File: config.mk
export PLATFORM = sky130hd
export DESIGN_NAME = pmt_timer
export DESIGN_NICKNAME = d
export VERILOG_FILES = /design/src/rtl/pmt_pkg.sv /design/src/rtl/pmt_prescale.sv /design/src/rtl/pmt_capsync.sv /design/src/rtl/pmt_pin.sv /design/src/rtl/pmt_timer.sv
export SDC_FILE = /design/constraint.sdc
export NUM_CORES = 1
export LEC_CHECK = 0
export CAP_MARGIN = 10
export CELL_PAD_IN_SITES_DETAIL_PLACEMENT = 1
export CELL_PAD_IN_SITES_GLOBAL_PLACEMENT = 1
export CORE_MARGIN = 8
export CORE_UTILIZATION = 45
export DETAILED_ROUTE_END_ITERATION = 6
export DONT_BUFFER_PORTS = 1
export PLACE_DENSITY = 0.79
export REMOVE_ABC_BUFFERS = 1
export SYNTH_ARGS = -nofsm -noshare
export SYNTH_HDL_FRONTEND = slang
export SYNTH_SLANG_ARGS = --single-unit
File: constraint.sdc
create_clock -name clk_i -period 7.9 [get_ports clk_i]
set_input_delay 1.185 -clock clk_i [delete_from_list [all_inputs] [get_ports clk_i]]
set_output_delay 1.185 -clock clk_i [all_outputs]
set_load 0.005 [all_outputs]
File: src/rtl/pmt_pkg.sv
package pmt_pkg;
    localparam int ADDR_W = 4;

    // register addresses
    localparam logic [ADDR_W-1:0] A_CTRL   = 4'd0;
    localparam logic [ADDR_W-1:0] A_PLIM   = 4'd1;
    localparam logic [ADDR_W-1:0] A_COUNT  = 4'd2;
    localparam logic [ADDR_W-1:0] A_PCNT   = 4'd3;
    localparam logic [ADDR_W-1:0] A_MATCH0 = 4'd4;
    localparam logic [ADDR_W-1:0] A_MCTL   = 4'd8;
    localparam logic [ADDR_W-1:0] A_OUTCTL = 4'd9;
    localparam logic [ADDR_W-1:0] A_CAPCTL = 4'd10;
    localparam logic [ADDR_W-1:0] A_CAPVAL = 4'd11;
    localparam logic [ADDR_W-1:0] A_FLAGS  = 4'd12;
    localparam logic [ADDR_W-1:0] A_PINS   = 4'd13;

    localparam int MCTL_STRIDE = 3;

    typedef enum logic [1:0] {
        PIN_KEEP   = 2'd0,
        PIN_LOW    = 2'd1,
        PIN_HIGH   = 2'd2,
        PIN_TOGGLE = 2'd3
    } pin_act_e;
endpackage

File: src/rtl/pmt_prescale.sv
module pmt_prescale #(
    parameter int W = 16
) (
    input  logic         clk_i,
    input  logic         rst_ni,
    input  logic         run_i,
    input  logic         clr_i,
    input  logic [W-1:0] lim_i,
    output logic         tick_o,
    output logic [W-1:0] pcnt_o
);
    logic [W-1:0] pc_d, pc_q;
    logic         tick;

    always_comb begin
        pc_d = pc_q;
        tick = 1'b0;
        if (clr_i) begin
            pc_d = '0;
        end else if (run_i) begin
            if (pc_q >= lim_i) begin
                pc_d = '0;
                tick = 1'b1;
            end else begin
                pc_d = pc_q + 1'b1;
            end
        end
    end

    always_ff @(posedge clk_i or negedge rst_ni) begin
        if (!rst_ni) pc_q <= '0;
        else         pc_q <= pc_d;
    end

    assign tick_o = tick;
    assign pcnt_o = pc_q;


    tick_wrap_chk: assert property (@(posedge clk_i) disable iff (!rst_ni)
        tick_o |=> (pcnt_o == '0));


    pc_step_chk: assert property (@(posedge clk_i) disable iff (!rst_ni)
        (run_i && !clr_i && !tick_o) |=> (pcnt_o == $past(pcnt_o) + 1'b1));


    pc_hold_chk: assert property (@(posedge clk_i) disable iff (!rst_ni)
        (!run_i && !clr_i) |=> $stable(pcnt_o));
endmodule

File: src/rtl/pmt_capsync.sv
module pmt_capsync (
    input  logic clk_i,
    input  logic rst_ni,
    input  logic pin_i,
    input  logic rise_en_i,
    input  logic fall_en_i,
    output logic evt_o
);
    typedef struct packed {
        logic s1;
        logic s2;
        logic s3;
    } sync_t;

    sync_t sync_d, sync_q;

    always_comb begin
        sync_d    = sync_q;
        sync_d.s1 = pin_i;
        sync_d.s2 = sync_q.s1;
        sync_d.s3 = sync_q.s2;
    end

    always_ff @(posedge clk_i or negedge rst_ni) begin
        if (!rst_ni) sync_q <= '0;
        else         sync_q <= sync_d;
    end

    assign evt_o = (rise_en_i && sync_q.s2 && !sync_q.s3)
                || (fall_en_i && !sync_q.s2 && sync_q.s3);
endmodule

File: src/rtl/pmt_pin.sv
module pmt_pin #(
    parameter int W = 16
) (
    input  logic         clk_i,
    input  logic         rst_ni,
    input  logic         hit_i,
    input  logic [1:0]   act_i,
    input  logic         pwm_i,
    input  logic [W-1:0] cnt_nx_i,
    input  logic [W-1:0] mval_nx_i,
    output logic         pin_o
);
    import pmt_pkg::*;

    logic pin_d, pin_q;

    always_comb begin
        pin_d = pin_q;
        if (pwm_i) begin
            pin_d = (cnt_nx_i >= mval_nx_i);
        end else if (hit_i) begin
            case (pin_act_e'(act_i))
                PIN_LOW:    pin_d = 1'b0;
                PIN_HIGH:   pin_d = 1'b1;
                PIN_TOGGLE: pin_d = ~pin_q;
                default:    pin_d = pin_q;
            endcase
        end
    end

    always_ff @(posedge clk_i or negedge rst_ni) begin
        if (!rst_ni) pin_q <= 1'b0;
        else         pin_q <= pin_d;
    end

    assign pin_o = pin_q;


    pin_high_chk: assert property (@(posedge clk_i) disable iff (!rst_ni)
        (!pwm_i && hit_i && act_i == PIN_HIGH) |=> pin_o);


    pin_low_chk: assert property (@(posedge clk_i) disable iff (!rst_ni)
        (!pwm_i && hit_i && act_i == PIN_LOW) |=> !pin_o);


    pin_toggle_chk: assert property (@(posedge clk_i) disable iff (!rst_ni)
        (!pwm_i && hit_i && act_i == PIN_TOGGLE) |=> (pin_o != $past(pin_o)));


    pin_keep_chk: assert property (@(posedge clk_i) disable iff (!rst_ni)
        (!pwm_i && !hit_i) |=> $stable(pin_o));
endmodule

File: src/rtl/pmt_timer.sv
module pmt_timer #(
    parameter int CNT_W   = 16,
    parameter int N_MATCH = 4,
    parameter int N_OUT   = 2
) (
    input  logic                           clk_i,
    input  logic                           rst_ni,
    input  logic                           wr_en_i,
    input  logic [pmt_pkg::ADDR_W-1:0]     wr_addr_i,
    input  logic [CNT_W-1:0]               wr_data_i,
    input  logic [pmt_pkg::ADDR_W-1:0]     rd_addr_i,
    output logic [CNT_W-1:0]               rd_data_o,
    output logic [N_MATCH:0]               irq_flags_o,
    output logic [N_OUT-1:0]               match_pin_o,
    input  logic                           cap_pin_i
);
    import pmt_pkg::*;

    localparam int FLAG_W  = N_MATCH + 1;
    localparam int PWM_OFS = 2 * N_OUT;

    typedef struct packed {
        logic                          en;
        logic                          clr;
        logic [CNT_W-1:0]              plim;
        logic [CNT_W-1:0]              cnt;
        logic [N_MATCH-1:0][CNT_W-1:0] mval;
        logic [N_MATCH-1:0]            m_irq;
        logic [N_MATCH-1:0]            m_stop;
        logic [N_MATCH-1:0]            m_rst;
        logic [N_OUT-1:0][1:0]         act;
        logic [N_OUT-1:0]              pwm;
        logic                          cap_rise;
        logic                          cap_fall;
        logic                          cap_irq;
        logic [CNT_W-1:0]              cap_val;
        logic [FLAG_W-1:0]             flags;
    } regs_t;

    regs_t q, d;

    logic               tick;
    logic [CNT_W-1:0]   pcnt;
    logic               cap_evt;
    logic [N_MATCH-1:0] hit;
    logic               rst_hit, stop_hit;
    logic               wr_ctrl, wr_cnt, wr_flags;
    logic [FLAG_W-1:0]  clr_mask;
    logic [N_OUT-1:0]   pins;
    logic [CNT_W-1:0]   rd;

    // compare channels are only evaluated on a prescaler wrap
    always_comb begin
        for (int i = 0; i < N_MATCH; i++) begin
            hit[i] = tick && (q.cnt == q.mval[i]);
        end
    end

    assign rst_hit  = |(hit & q.m_rst);
    assign stop_hit = |(hit & q.m_stop);
    assign wr_ctrl  = wr_en_i && (wr_addr_i == A_CTRL);
    assign wr_cnt   = wr_en_i && (wr_addr_i == A_COUNT);
    assign wr_flags = wr_en_i && (wr_addr_i == A_FLAGS);
    assign clr_mask = wr_flags ? wr_data_i[FLAG_W-1:0] : '0;

    pmt_prescale #(.W(CNT_W)) u_presc (
        .clk_i  (clk_i),
        .rst_ni (rst_ni),
        .run_i  (q.en && !q.clr),
        .clr_i  (q.clr),
        .lim_i  (q.plim),
        .tick_o (tick),
        .pcnt_o (pcnt)
    );

    pmt_capsync u_cap (
        .clk_i     (clk_i),
        .rst_ni    (rst_ni),
        .pin_i     (cap_pin_i),
        .rise_en_i (q.cap_rise),
        .fall_en_i (q.cap_fall),
        .evt_o     (cap_evt)
    );

    always_comb begin
        d = q;

        if (wr_ctrl) begin
            d.en  = wr_data_i[0];
            d.clr = wr_data_i[1];
        end else if (stop_hit) begin
            d.en = 1'b0;
        end

        if (wr_en_i && wr_addr_i == A_PLIM) d.plim = wr_data_i;

        if (q.clr) begin
            d.cnt = '0;
        end else if (wr_cnt) begin
            d.cnt = wr_data_i;
        end else if (tick) begin
            if (rst_hit)        d.cnt = '0;
            else if (!stop_hit) d.cnt = q.cnt + 1'b1;
        end

        for (int i = 0; i < N_MATCH; i++) begin
            if (wr_en_i && wr_addr_i == ADDR_W'(int'(A_MATCH0) + i)) d.mval[i] = wr_data_i;
        end

        if (wr_en_i && wr_addr_i == A_MCTL) begin
            for (int i = 0; i < N_MATCH; i++) begin
                d.m_irq[i]  = wr_data_i[MCTL_STRIDE*i];
                d.m_stop[i] = wr_data_i[MCTL_STRIDE*i+1];
                d.m_rst[i]  = wr_data_i[MCTL_STRIDE*i+2];
            end
        end

        if (wr_en_i && wr_addr_i == A_OUTCTL) begin
            for (int o = 0; o < N_OUT; o++) begin
                d.act[o] = wr_data_i[2*o +: 2];
                d.pwm[o] = wr_data_i[PWM_OFS+o];
            end
        end

        if (wr_en_i && wr_addr_i == A_CAPCTL) begin
            d.cap_rise = wr_data_i[0];
            d.cap_fall = wr_data_i[1];
            d.cap_irq  = wr_data_i[2];
        end

        if (cap_evt) d.cap_val = q.cnt;

        // a new event wins over a clear in the same cycle
        d.flags = (q.flags & ~clr_mask) | {cap_evt && q.cap_irq, hit & q.m_irq};
    end

    always_ff @(posedge clk_i or negedge rst_ni) begin
        if (!rst_ni) q <= '0;
        else         q <= d;
    end

    for (genvar o = 0; o < N_OUT; o++) begin : g_pin
        pmt_pin #(.W(CNT_W)) u_pin (
            .clk_i     (clk_i),
            .rst_ni    (rst_ni),
            .hit_i     (hit[o]),
            .act_i     (q.act[o]),
            .pwm_i     (d.pwm[o]),
            .cnt_nx_i  (d.cnt),
            .mval_nx_i (d.mval[o]),
            .pin_o     (pins[o])
        );


        pwm_level_chk: assert property (@(posedge clk_i) disable iff (!rst_ni)
            q.pwm[o] |-> (pins[o] == (q.cnt >= q.mval[o])));
    end

    for (genvar i = 0; i < N_MATCH; i++) begin : g_flag

        match_flag_chk: assert property (@(posedge clk_i) disable iff (!rst_ni)
            (hit[i] && q.m_irq[i]) |=> irq_flags_o[i]);
    end

    always_comb begin
        rd = '0;
        case (rd_addr_i)
            A_CTRL:  rd[1:0] = {q.clr, q.en};
            A_PLIM:  rd = q.plim;
            A_COUNT: rd = q.cnt;
            A_PCNT:  rd = pcnt;
            A_MCTL: begin
                for (int i = 0; i < N_MATCH; i++) begin
                    rd[MCTL_STRIDE*i +: MCTL_STRIDE] = {q.m_rst[i], q.m_stop[i], q.m_irq[i]};
                end
            end
            A_OUTCTL: begin
                for (int o = 0; o < N_OUT; o++) begin
                    rd[2*o +: 2]   = q.act[o];
                    rd[PWM_OFS+o]  = q.pwm[o];
                end
            end
            A_CAPCTL: rd[2:0] = {q.cap_irq, q.cap_fall, q.cap_rise};
            A_CAPVAL: rd = q.cap_val;
            A_FLAGS:  rd[FLAG_W-1:0] = q.flags;
            A_PINS:   rd[N_OUT-1:0] = pins;
            default:  rd = '0;
        endcase
        for (int i = 0; i < N_MATCH; i++) begin
            if (rd_addr_i == ADDR_W'(int'(A_MATCH0) + i)) rd = q.mval[i];
        end
    end

    assign rd_data_o   = rd;
    assign irq_flags_o = q.flags;
    assign match_pin_o = pins;


    rst_on_match_chk: assert property (@(posedge clk_i) disable iff (!rst_ni)
        (rst_hit && !wr_cnt) |=> (q.cnt == '0));


    stop_on_match_chk: assert property (@(posedge clk_i) disable iff (!rst_ni)
        (stop_hit && !wr_ctrl) |=> !q.en);


    hold_when_off_chk: assert property (@(posedge clk_i) disable iff (!rst_ni)
        (!q.en && !q.clr && !wr_cnt) |=> $stable(q.cnt));


    capture_value_chk: assert property (@(posedge clk_i) disable iff (!rst_ni)
        cap_evt |=> (q.cap_val == $past(q.cnt)));


    flag_sticky_chk: assert property (@(posedge clk_i) disable iff (!rst_ni)
        1'b1 |=> ((irq_flags_o & $past(irq_flags_o & ~clr_mask)) == $past(irq_flags_o & ~clr_mask)));
endmodule

==> impl_metrics.py <==
metrics = {
    "global_route": {
        "antenna_found_initial": 0,
        "grt_pass1_vias": 8463,
        "gr-total-overflow": 0,
        "grt_pass1_wl_um": 54000,
        "grt.total_usage": 0.255,
        "grt_max_degree": 162,
    },
    "detailed_routing": {
        "viasPerCell": 6.57,
        "routed_wl_um": 35400,
        "wl_per_cell_um": 28.0,
        "first_pass_iters": 5,
        "drt_iter0_markers": 818,
        "drc": 0,
        "vias": 8318,
        "drtAntennaViolNets": 0,
    },
    "clock_tree": {
        "cts_tree": "done",
        "htree_levels": 4,
        "worstSkewPairLatency_ns": 0.44,
        "clkSinkCount": 161,
        "path_clk_slew_ns": 0.06,
        "cts-root-buf": "clkbuf_16",
        "hold_buffers": 0,
        "cts_resized": 0,
        "postCtsSetupRepairBufs": 0,
        "numCtsBuffers": 17,
        "clk_path_buf_depth": 2,
    },
    "logic_synthesis": {
        "synth_warnings": 0,
        "synth.distinct_cells": 72,
        "async_reset_ff_frac": 1.00,
        "synth_edf_count": 0,
        "avgSynthCellArea_sq_um": 10.1,
        "seq_area_frac_synth": 0.397,
        "synth_cells": 1004,
        "syn_area_sq_um": 10200,
        "synthFlopType": "dfrtp_1",
        "ys_ff_latch": 161,
    },
    "finish": {
        "final_cell_mix": "dfrtp_1, mux2_2, nand2_1",
        "final_nets": 1050,
        "area_growth_pct": 7.59,
        "drive_gt1_frac": 0.155,
        "final-seq-area_sq_um": 4030,
        "multi_input_area_sq_um": 5600,
        "fill_cells": 2447,
        "diodes": 0,
        "stdcell_count": 1266,
        "layout_commonest_cell": "dfrtp_1",
    },
    "worst_setup_path": {
        "required_ns": 8.22,
        "cp_common_cell": "o21ai_0",
        "startpoint_type": "register",
        "cp_max_fo": 6,
        "slowest_delay_ns": 0.82,
        "path_cells": "ha_1 > a21oi_1 > o21ai_0 > o21ai_0 > a21o_2 > or4_1 > xor2_1 > o21ai_1 > ha_1 > a21o_1 > a21o_1 > a21oi_1 > nor2_1 > a2111oi_0 > o21ai_0 > a32o_1",
        "crit_type": "reg -> reg",
        "arrival_ns": 5.56,
        "cp_slowest_cell": "a2111oi_0",
        "critPathCaptureType": "register",
    },
    "placed_design": {
        "place_congestion": 0.938,
        "numPortBuffers": 0,
        "hpwlAfterDp_um": 25800,
        "placed_cells": 1234,
    },
    "timing": {
        "finalHoldViolCount": 0,
        "rsz0062_at_grt": "no",
        "slew_headroom": 0.155,
        "report.final.setup_viol": 0,
        "worstMarginPinSlew_ns": 1.27,
        "fin_crit_sh": 0.663,
        "final_max_slew_viol_count": 0,
        "final.setup.tns_ns": 0,
        "fmax_mhz": 191,
        "fin_worst_skew_ns": 0.00975,
        "period_minus_slack_ns": 5.24,
    },
    "die": {
        "dieArea_sq_um": 27600,
        "die_h_um": 166,
        "num_rows": 55,
        "ios": 51,
        "die_w_um": 166,
        "start_util": 0.454,
        "fp.coreArea_sq_um": 22400,
    },
    "pwr": {
        "leakagePower_nw": 4.76,
        "powerDensity_nw_per_um2": 254,
        "power_w": 0.00278,
        "vdd_ir_drop_max_mv": 0.145,
    },
    "outcome": {
        "status": "finished clean",
    },
    "hold_path": {
        "worstHoldPathType": "reg -> reg",
    },
    "run": {
        "max-cap-violations": 0,
    },
}
final cells by class:
class                   count  area share
clock buffers              22      0.0443
clock inverters            10      0.0157
inverters                  57      0.0196
multi-input cells         722       0.513
flip-flops and latches    161       0.369
well taps                 285      0.0326
repair buffers              9     0.00619
cells by family after synthesis:
logic type                 Yosys count  share of synthesized area
AOI/OAI and AO/OA                  214                      0.147
xor gates and xnor gates            73                     0.0630
adders and majority gates           54                     0.0666
buffers and inverters              121                     0.0532
DFF                                161                      0.397
muxes                              130                      0.139
and+or+nand+nor                    251                      0.135
critical path, delay by kind of cell (launching register included):
kind,cells,cell delay [ns]
and+or+nand+nor,2,0.63
adders and majority gates,2,0.65
xor gates and xnor gates,1,0.16
DFF,1,0.45
AOI/OAI and AO/OA,11,3.21
registers in the layout, indices dropped and copies added (netlist names):
signal and cells:
g_pin.u_pin.pin_o 2, irq_flags_o 5, q 135, u_cap.sync_d 2, u_cap.sync_q 1, u_presc.pcnt_o 16
per-layer routing:
layer / share of wire / GRT usage / vias to the layer above
li1: - / - / 3579
met1: 0.43 / 0.339 / 4268
met2: 0.46 / 0.396 / 378
met3: 0.081 / 0.0604 / 93
met4: 0.036 / 0.101 / 0
met5: 0 / 0 / -
cells in the mapped netlist, drive strengths merged, types with 4 or more instances:
cell	number	area share
o211ai	5	0.0037
and3	12	0.0074
nand2b	10	0.0069
mux2	86	0.095
or4	4	0.0030
nand2	72	0.027
nor2	42	0.016
mux2i	44	0.043
inv	57	0.021
o21ai	56	0.028
buf	34	0.021
a22oi	32	0.024
nor2b	8	0.0049
a211oi	9	0.0067
xnor2	67	0.058
clkbuf	30	0.011
nor3b	4	0.0035
nand3	17	0.0089
nand4	34	0.022
a32o	5	0.0049
nor4	7	0.0068
a22o	9	0.0079
a222oi	6	0.0059
nand3b	6	0.0044
a221oi	6	0.0052
dfrtp	161	0.40
a31oi	18	0.011
and2	7	0.0046
nor3	16	0.0084
ha	54	0.067
and4b	4	0.0039
a21o	14	0.010
a21oi	29	0.017
xor2	6	0.0052
stage by stage:
step / setup slack [ns] / util / cell area, sq um / hold slack (ns)
5_1_grt: 2.45 / 0.488 / 10900 / 0.368
4_1_cts: 2.83 / 0.488 / 10900 / 0.363
3_3_place_gp: 2.98 / 0.459 / 10300 / 0.348
2_1_floorplan: 3.56 / - / 9830 / 0.331
6_report: 2.66 / 0.488 / 10900 / 0.359
3_5_place_dp: 2.90 / 0.459 / 10300 / 0.338
power breakdown:
group / leakage [nW] / internal (W) / switching [W] / total, W
registers: 2.05 / 0.000980 / 0.000226 / 0.00121
clock network: 0.312 / 0.000568 / 0.000366 / 0.000934
logic: 2.40 / 0.000297 / 0.000340 / 0.000637
worst paths after layout:
| check | startpoint | endpoint | slack [ns] | cells past startpoint |
|---|---|---|---|---|
| max reg2reg | u_presc.pcnt_o[13] | g_pin[1].u_pin.pin_o | 2.66 | 16 |
| max in group asynchronous | rst_ni | q[130] | 7.21 | 0 |
| min in group asynchronous | rst_ni | u_presc.pcnt_o[6] | 0.45 | 0 |
| max | u_presc.pcnt_o[13] | g_pin[1].u_pin.pin_o | 2.66 | 16 |
| min reg2reg | u_cap.sync_d[1] | u_cap.sync_d[0] | 0.36 | 0 |
| min | u_cap.sync_d[1] | u_cap.sync_d[0] | 0.36 | 0 |
Power figures use the tool's default switching activity.
